### src/rtl/repl_pkg.sv
package repl_pkg;
  typedef enum logic [1:0] {
    POL_RAND = 2'b00,
    POL_LRU  = 2'b01,
    POL_FIFO = 2'b10,
    POL_ALT  = 2'b11
  } repl_pol_e;

  localparam logic [15:0] LFSR_SEED = 16'hACE1;
endpackage

### src/rtl/repl_lfsr.sv
module repl_lfsr #(
  parameter logic [15:0] SEED = 16'hACE1
) (
  input  logic        clk,
  input  logic        rst_n,
  output logic [15:0] state
);
  logic feedback;

  assign feedback = state[15] ^ state[13] ^ state[12] ^ state[10];

  always_ff @(posedge clk or negedge rst_n) begin
    if (!rst_n) state <= SEED;
    else        state <= {state[14:0], feedback};
  end
endmodule

### src/rtl/repl_lru_bank.sv
module repl_lru_bank #(
  parameter int WAYS = 4,
  parameter int SETS = 16,
  localparam int WW = (WAYS > 1) ? $clog2(WAYS) : 1,
  localparam int SW = (SETS > 1) ? $clog2(SETS) : 1
) (
  input  logic          clk,
  input  logic          rst_n,
  input  logic          upd_en,
  input  logic [SW-1:0] upd_set,
  input  logic [WW-1:0] upd_way,
  input  logic [SW-1:0] rd_set,
  output logic [WW-1:0] oldest_way
);
  localparam logic [WW-1:0] OLDEST_RANK = WW'(WAYS - 1);

  logic [WAYS-1:0][WW-1:0] ranks [SETS];

  for (genvar s = 0; s < SETS; s++) begin : g_set
    logic [WAYS-1:0][WW-1:0] rank_q;
    logic                    touch_here;
    logic [WW-1:0]           touched_rank;

    assign touch_here   = upd_en && (upd_set == SW'(s));
    assign touched_rank = rank_q[upd_way];

    always_ff @(posedge clk or negedge rst_n) begin
      if (!rst_n) begin
        for (int w = 0; w < WAYS; w++) rank_q[w] <= WW'(w);
      end else if (touch_here) begin
        for (int w = 0; w < WAYS; w++) begin
          if (WW'(w) == upd_way)            rank_q[w] <= '0;
          else if (rank_q[w] < touched_rank) rank_q[w] <= rank_q[w] + 1'b1;
        end
      end
    end

    assign ranks[s] = rank_q;
  end

  always_comb begin
    oldest_way = '0;
    for (int w = 0; w < WAYS; w++) begin
      if (ranks[rd_set][w] == OLDEST_RANK) oldest_way = WW'(w);
    end
  end
endmodule

### src/rtl/repl_fifo_bank.sv
module repl_fifo_bank #(
  parameter int WAYS = 4,
  parameter int SETS = 16,
  localparam int WW = (WAYS > 1) ? $clog2(WAYS) : 1,
  localparam int SW = (SETS > 1) ? $clog2(SETS) : 1
) (
  input  logic          clk,
  input  logic          rst_n,
  input  logic          fill_en,
  input  logic [SW-1:0] fill_set,
  input  logic [SW-1:0] rd_set,
  output logic [WW-1:0] next_way
);
  localparam logic [WW-1:0] LAST_WAY = WW'(WAYS - 1);

  logic [WW-1:0] ptrs [SETS];

  for (genvar s = 0; s < SETS; s++) begin : g_set
    logic [WW-1:0] ptr_q;

    always_ff @(posedge clk or negedge rst_n) begin
      if (!rst_n) begin
        ptr_q <= '0;
      end else if (fill_en && (fill_set == SW'(s))) begin
        ptr_q <= (ptr_q == LAST_WAY) ? '0 : ptr_q + 1'b1;
      end
    end

    assign ptrs[s] = ptr_q;
  end

  assign next_way = ptrs[rd_set];
endmodule

### src/rtl/repl_way_picker.sv
module repl_way_picker
  import repl_pkg::*;
#(
  parameter int WAYS = 4,
  parameter int SETS = 16,
  localparam int WW = (WAYS > 1) ? $clog2(WAYS) : 1,
  localparam int SW = (SETS > 1) ? $clog2(SETS) : 1
) (
  input  logic            clk,
  input  logic            rst_n,
  input  logic [1:0]      policy_sel,
  input  logic [SW-1:0]   look_set,
  input  logic [WAYS-1:0] way_valid,
  input  logic            hit_en,
  input  logic            fill_en,
  input  logic [SW-1:0]   upd_set,
  input  logic [WW-1:0]   upd_way,
  output logic [WW-1:0]   victim_way,
  output logic            victim_free
);
  repl_pol_e     policy;
  logic [15:0]   lfsr_q;
  logic [WW-1:0] rand_way;
  logic [WW-1:0] lru_way;
  logic [WW-1:0] fifo_way;
  logic [WW-1:0] free_way;
  logic          free_any;
  logic          touch;

  assign policy = repl_pol_e'(policy_sel);
  assign touch  = hit_en | fill_en;

  repl_lfsr #(.SEED(LFSR_SEED)) u_lfsr (
    .clk   (clk),
    .rst_n (rst_n),
    .state (lfsr_q)
  );

  if (WAYS > 1) begin : g_rand_multi
    assign rand_way = lfsr_q[WW-1:0];
  end else begin : g_rand_single
    assign rand_way = '0;
  end

  repl_lru_bank #(.WAYS(WAYS), .SETS(SETS)) u_lru (
    .clk        (clk),
    .rst_n      (rst_n),
    .upd_en     (touch),
    .upd_set    (upd_set),
    .upd_way    (upd_way),
    .rd_set     (look_set),
    .oldest_way (lru_way)
  );

  repl_fifo_bank #(.WAYS(WAYS), .SETS(SETS)) u_fifo (
    .clk      (clk),
    .rst_n    (rst_n),
    .fill_en  (fill_en),
    .fill_set (upd_set),
    .rd_set   (look_set),
    .next_way (fifo_way)
  );

  always_comb begin
    free_any = 1'b0;
    free_way = '0;
    for (int w = WAYS - 1; w >= 0; w--) begin
      if (!way_valid[w]) begin
        free_any = 1'b1;
        free_way = WW'(w);
      end
    end
  end

  always_comb begin
    if (free_any) begin
      victim_way = free_way;
    end else begin
      unique case (policy)
        POL_LRU:  victim_way = lru_way;
        POL_FIFO: victim_way = fifo_way;
        default:  victim_way = rand_way;
      endcase
    end
  end

  assign victim_free = free_any;
endmodule

### config.mk
export PLATFORM = sky130hd
export DESIGN_NAME = repl_way_picker
export DESIGN_NICKNAME = d
export VERILOG_FILES = /design/src/rtl/repl_pkg.sv /design/src/rtl/repl_lfsr.sv /design/src/rtl/repl_lru_bank.sv /design/src/rtl/repl_fifo_bank.sv /design/src/rtl/repl_way_picker.sv
export SDC_FILE = /design/constraint.sdc
export NUM_CORES = 1
export LEC_CHECK = 0
export CORE_UTILIZATION = 40
export DETAILED_ROUTE_END_ITERATION = 8
export HOLD_SLACK_MARGIN = 0.03
export MAX_ROUTING_LAYER = met4
export PLACE_DENSITY = 0.52
export SYNTH_ARGS = -nofsm -noshare
export SYNTH_HDL_FRONTEND = slang
export SYNTH_SLANG_ARGS = --single-unit
### constraint.sdc
create_clock -name clk -period 3.5 [get_ports clk]
set_clock_uncertainty 0.05 [all_clocks]
set_input_delay 0.7 -clock clk [delete_from_list [all_inputs] [get_ports clk]]
set_output_delay 0.7 -clock clk [all_outputs]
set_load 0.005 [all_outputs]
==> metrics.txt, run 1 <==
status=finished, final reports clean; maximum vdd drop=652 uV; Crit Path Class=in2out; post-synth net total=~1300; Mapped Cells=1155; Reg2Reg Launch Point=u_lru.g_set[14].rank_q[3]; CTS tree=built; design area=about 13000 um2; grt ovf=0; 1st-iter DRT viols=between 500 and 600; Clock Sink Count=176; Slew Viols, Final=0; ratio of cells with drive above 1 in the final layout=0.269; Critical Path Start Type=primary input; met3 Usage GRT=0.0385; Worst EP required=between 2 and 3 ns; drt total wl=approximately 32000 um; sequential-to-total area share from yosys stat=0.384; RSZ-0062 raised after global routing=no; Most used DFF post-synth=dfrtp_1; # setup viols final=0; die span in y=~170 um; Worst-Skew Late Latency=0.44 ns; P&R area growth vs syn=14.8%; maximum clock frequency=0.295 GHz; reg2reg path depth=7; die area=30000 um2; final worst path period share=0.969; global-route wire length before repair=about 51000 um; P_int=0.00583 W; pwr/cell area=688 nW/um2; Initial Util=0.407; CTS clk-pin slew, worst paths=roughly 0.070 ns; DP Worst Slack=-0.798 ns; DPL Wire Length=23200 um; register bit total from synthesis=176; Die W=173 um; Placed Area=around 13000 um2; met2 usage=0.349; worst r2r dst=u_lru.g_set[14].rank_q[6]; WP data arrival=~2.6 ns; Worst Slack Setup Final=0.109 ns; Worst Path Max Fanout=11; FFs w/ async S/R, synth=1.00; CTS Hold Bufs=0; share of total power in combinational logic=0.372; Tightest Pin Transition=0.908 ns; row count=62; # diodes=0; via count=9240; largest net degree at the start of global routing=63; top cells by area, synth=dfrtp_1 22%, dfstp_2 16%, ha_1 8.8%; clk root buf=clkbuf_16; fill count=2693; number of global-route vias before repair=8888; clock share of power=0.194; htree depth=4; IO buf count=22; P_sw=roughly 0.0034 W; Setup crit end kind=output pin; reg-to-reg setup timing slack=1.28 ns; core area=between 20000 and 30000 um2; Synth top area share=0.222; # IOs=23; met1 GRT Util=0.310; CTS Buf Count=17; Pleak=about 5.4 nW; number of flops mapped to enable cells by yosys=0; Final Net Count=1328; router iterations before antenna repair=5; number of synthesis warnings=0; initial antenna violation count=1; CTS max path bufs=2; Seq pwr share=0.434; MaxCap Viol Count=0; WL/cell=19.6 um; Syn Area/Cell=between 10 and 15 um2; switch share=0.370; minimum clock period after layout=3.39 ns; leading area contributor after synthesis=dfrtp_1; final hold violation count=0; global-route usage over all layers=0.228; min-delay worst type=in2async; Vias/cell=5.69; Cell Area, Synth=11700 um2; synth unique cells=67; Most Used Layer, Global Route=met2; relative slew slack=0.394; DRC viols=0; DRT antenna net count=0; routability cong.=0.861
stage by stage:
step,hold WS [ns],setup TNS (ns),power [W],util,instances
6_report,0.197,0,0.00926,0.468,1623
5_1_grt,0.234,0,0.0101,0.468,1623
4_1_cts,0.212,0,0.00931,0.466,1622
3_5_place_dp,0.288,-1.39,0.00742,0.442,1584
3_3_place_gp,0.290,-1.35,0.00731,0.442,1584
2_1_floorplan,0.281,0,0.00636,-,1155
Yosys cell counts, drive strengths merged (4+ instances only):
master	count
o2bb2ai	18
nor2b	6
nor3b	13
and2	13
a211oi	13
nand3b	52
clkbuf	8
mux2i	16
a32o	10
and3b	4
o21a	22
mux2	78
o31ai	4
o211ai	8
a21boi	22
buf	37
dfrtp	104
dfstp	72
or2	4
inv	39
a22oi	13
nand2b	36
nand2	58
nor2	103
nor3	8
ha	82
a21oi	44
mux4	34
nand3	31
nand4	8
o21ai	148
or3	6
cell families after synthesis:
kind of cell             share of synthesized area
AND/OR/NAND/NOR                              0.163
AO/OA/AOI/OAI                                0.174
flip-flops                                   0.384
multiplexers                                 0.154
buffers and inverters                       0.0356
adder cells (fa/ha/maj)                     0.0876
XOR/XNOR                                   0.00224
final cells by class:
cell class / instances / area [um2] / area share
Clock buffer: 21 / 450 / 0.0335
Multi-Input combinational cell: 895 / 6970 / 0.518
Inverter: 39 / 146 / 0.0109
Sequential cell: 176 / 4490 / 0.334
Timing Repair Buffer: 97 / 836 / 0.0621
Tap cell: 384 / 480 / 0.0357
Clock inverter: 11 / 83.8 / 0.00623
flip-flops by register name, indices dropped and copies added (netlist names):
name / flops
u_lru.g_set.rank_q: 128
u_fifo.g_set.ptr_q: 32
u_lfsr.state: 16
power by group through the flow:
stage	registers, W	logic, W	clock network (W)
after floorplan	0.00368	0.00269	0
after global placement	0.00403	0.00328	0
after detailed placement	0.00403	0.00339	0
after CTS	0.00400	0.00346	0.00185
after global routing	0.00416	0.00395	0.00194
final	0.00402	0.00344	0.00179
cells in the final DEF, fill, tap and decap left out, types with 22 or more instances in the layout:
cell type,instances
nor2_1,100
o21a_1,22
nand2_1,55
ha_1,81
nand3b_1,52
a21oi_1,42
a21boi_0,22
nand3_1,29
dfstp_2,72
nand2b_1,36
buf_4,66
o21ai_0,127
mux4_2,34
mux2_2,76
inv_1,38
dfrtp_1,104
repair_timing:
item,CTS,global route
setup endpoints to repair,2,2
gates resized for setup,44,17
setup buffers,6,1
pin swaps,18,9
worst max-delay path: stages:
cell           delay [ns]
dlygate4sd2_1        0.28
buf_6                0.16
and3b_2              0.25
o31ai_4              0.08
a41oi_2              0.12
a221o_2              0.31
or4_4                0.53
nand3_2              0.09
buf_2                0.11
layer usage:
layer	share of wire	up-vias
met5	0	-
met4	0.017	0
met3	0.041	29
met2	0.46	171
met1	0.48	4586
li1	-	4454
how the worst max path moves through the flow:
stage | from | endpoint
5_1_grt | look_set[2] | victim_way[0]
2_1_floorplan | policy_sel[0] | victim_way[0]
6_report | look_set[2] | victim_way[0]
3_3_place_gp | policy_sel[0] | victim_way[0]
3_5_place_dp | policy_sel[0] | victim_way[0]
4_1_cts | u_lru.g_set[9].rank_q[2] | victim_way[0]
No activity file was read; power rests on OpenSTA's default activity.
==> inputs of run 2 (changes only) <==
Settings changed: CTS_BUF_LIST set to sky130_fd_sc_hd__clkbuf_2.
==> run 2 against run 1 <==
Against the previous run:
- clock power decreased by 46%
- die area did not move
- the flow now finishes with violations (negative setup slack)
- highest routed layer unchanged
- worst setup slack worse by 0.37 ns
==> metrics.txt, run 2 (same netlist as run 1, synthesis figures left out) <==
CTS tree=built; Worst Path Max Fanout=2 (-9); global-route wire length before repair=51100 um (+0.23%); Die W=173 um (unchanged); WL/cell=19.4 um (-1.0%); reg-to-reg setup timing slack=1.22 ns (-0.06 ns); drt total wl=31900 um (+0.31%); Worst EP required=2.75 ns (about the same); Crit Path Class=reg2out; P&R area growth vs syn=12.7%; most common cell after layout, fill and taps aside=o21ai_0; # IOs=23 (unchanged); IO buf count=22 (unchanged); final worst path period share=1.07 (+0.106); HP Start=u_lfsr.state[5]; core area=28800 um2 (unchanged); reg2reg path depth=9 (+2); clk root buf=clkbuf_2; fin util=0.459 (-0.00891); maximum clock frequency=0.266 GHz (-9.8%); MaxCap Viol Count=0 (unchanged); via count=9321 (+0.88%); initial antenna violation count=2 (+1); Largest regs=u_lru.g_set.rank_q: 128 flops, u_fifo.g_set.ptr_q: 32 flops, u_lfsr.state: 16 flops; Vias/cell=5.67 (-0.47%); # setup viols final=2 (+2); final hold violation count=0 (unchanged); Critical Path Start=u_lru.g_set[9].rank_q[2]; RSZ-0062 raised after global routing=yes; Reg2Reg Launch Point=u_lru.g_set[4].rank_q[5]; largest net degree at the start of global routing=63 (unchanged); fill count=2738 (+1.7%); pwr/cell area=646 nW/um2 (-6.1%); minimum clock period after layout=3.76 ns (+0.370 ns); Initial Util=0.407 (unchanged); fin cells=1645 (+1.4%); htree depth=4 (unchanged); failing checks=negative setup slack; Total Power=0.00853 W (-7.9%); Largest register FFs=128 (unchanged); Worst-Skew Late Latency=0.82 ns (+0.38 ns); ratio of cells with drive above 1 in the final layout=0.276 (+0.00764); status=finished, violations left; die span in y=173 um (unchanged); CTS clk-pin slew, worst paths=0.24 ns (+0.17 ns); Worst Hold End=u_lfsr.state[6]; number of global-route vias before repair=8948 (+0.68%); placed cell count=1584 (unchanged); routability cong.=0.861 (unchanged); CTS Buf Count=17 (unchanged); Slew Viols, Final=0 (unchanged); Setup crit end kind=output pin; die area=30000 um2 (unchanged); DRT antenna net count=0 (unchanged); Critical Path Start Type=register; worst hold stages=0; router iterations before antenna repair=5 (unchanged); grt ovf=0 (unchanged); DPL Wire Length=23200 um (unchanged); Final Net Count=1348 (+1.5%); worst r2r dst=u_lru.g_set[4].rank_q[1]; WP data arrival=3.01 ns (+0.37 ns); Worst Slack Setup Final=-0.261 ns (-0.370 ns); Placed Area=12700 um2 (unchanged); DRC viols=0 (unchanged); min-delay worst type=reg2reg; global-route usage over all layers=0.228 (+0.000296); Pleak=5.32 nW (-1.0%); maximum vdd drop=423 uV (-35%); CTS max path bufs=2 (unchanged); Largest Register=u_lru.g_set.rank_q; 1st-iter DRT viols=577 (+3.2%); Tightest Pin Transition=0.890 ns (-0.0182 ns); row count=62 (unchanged); relative slew slack=0.406 (+0.0122); setup_tns=-0.276 ns (-0.276 ns); design area=13200 um2 (-1.9%); Clock Sink Count=176 (unchanged); highest-count cells in the layout ignoring fill and taps=125 x o21ai_0, 104 x dfrtp_1, 101 x nor2_1
-- run 2: cell types whose count changed in the layout (fill, tap and decap cells not counted), sizes merged --
cell,delta
clkdlybuf4s50,+9
buf,+20
clkbuf,-2
diode,+2
dlygate4sd3,+1
clkinv,+1
dlygate4sd2,-9
-- run 2: per-layer routing --
metal / global-route usage / up-vias / share of wire
met4: 0.0634 / 0 / 0.018
met2: 0.350 / 172 / 0.46
met3: 0.0391 / 26 / 0.043
met1: 0.309 / 4623 / 0.48
li1: - / 4500 / -
met5: - / - / 0
-- run 2: worst max-delay path, stage by stage (launching register included) --
cell      delay [ns]
dfstp_2         0.60
nand2_2         0.06
o211ai_1        0.27
buf_4           0.17
a41oi_2         0.08
a221o_2         0.32
or4_4           0.53
nand3_2         0.07
buf_2           0.11
-- run 2: power by group --
group	total (W)	switching [W]	internal (W)	leakage, nW
logic	0.00362	0.00166	0.00196	3.13
clock network	0.000968	0.000767	0.000201	0.127
registers	0.00394	0.000925	0.00301	2.06
total	0.00853	0.00335	0.00518	5.32
-- run 2: area by class of cell --
type	count	area [um2]	area share
Antenna cell	2	5.00	0.000379
Tap cell	384	480	0.0364
Clock buffer	20	100	0.00758
Multi-Input combinational cell	895	6910	0.524
Clock inverter	12	87.6	0.00664
Sequential cell	176	4490	0.340
Inverter	39	146	0.0111
Timing Repair Buffer	117	975	0.0738
-- run 2: per-stage QoR --
step,worst slack [ns],hold WS [ns]
2_1_floorplan,0.357,0.281
3_3_place_gp,-0.767,0.290
3_5_place_dp,-0.798,0.288
4_1_cts,-0.345,0.289
5_1_grt,-0.433,0.292
6_report,-0.261,0.325
-- run 2: how the worst max path moves through the flow --
stage,to,slack [ns],cells past startpoint
global placement,victim_way[0],-0.77,9
global route,victim_way[0],-0.43,8
floorplan,victim_way[0],0.36,7
finish,victim_way[0],-0.26,8
detailed placement,victim_way[0],-0.80,9
CTS,victim_way[0],-0.35,8
-- run 2: what timing repair did --
item | CTS | global route
pin swaps | 16 | 3
endpoints found under the setup margin | 2 | 2
hold buffers | 1 | 0
hold endpoints to repair | 26 | 0
resized for setup | 38 | 2
setup buffers | 26 | 1
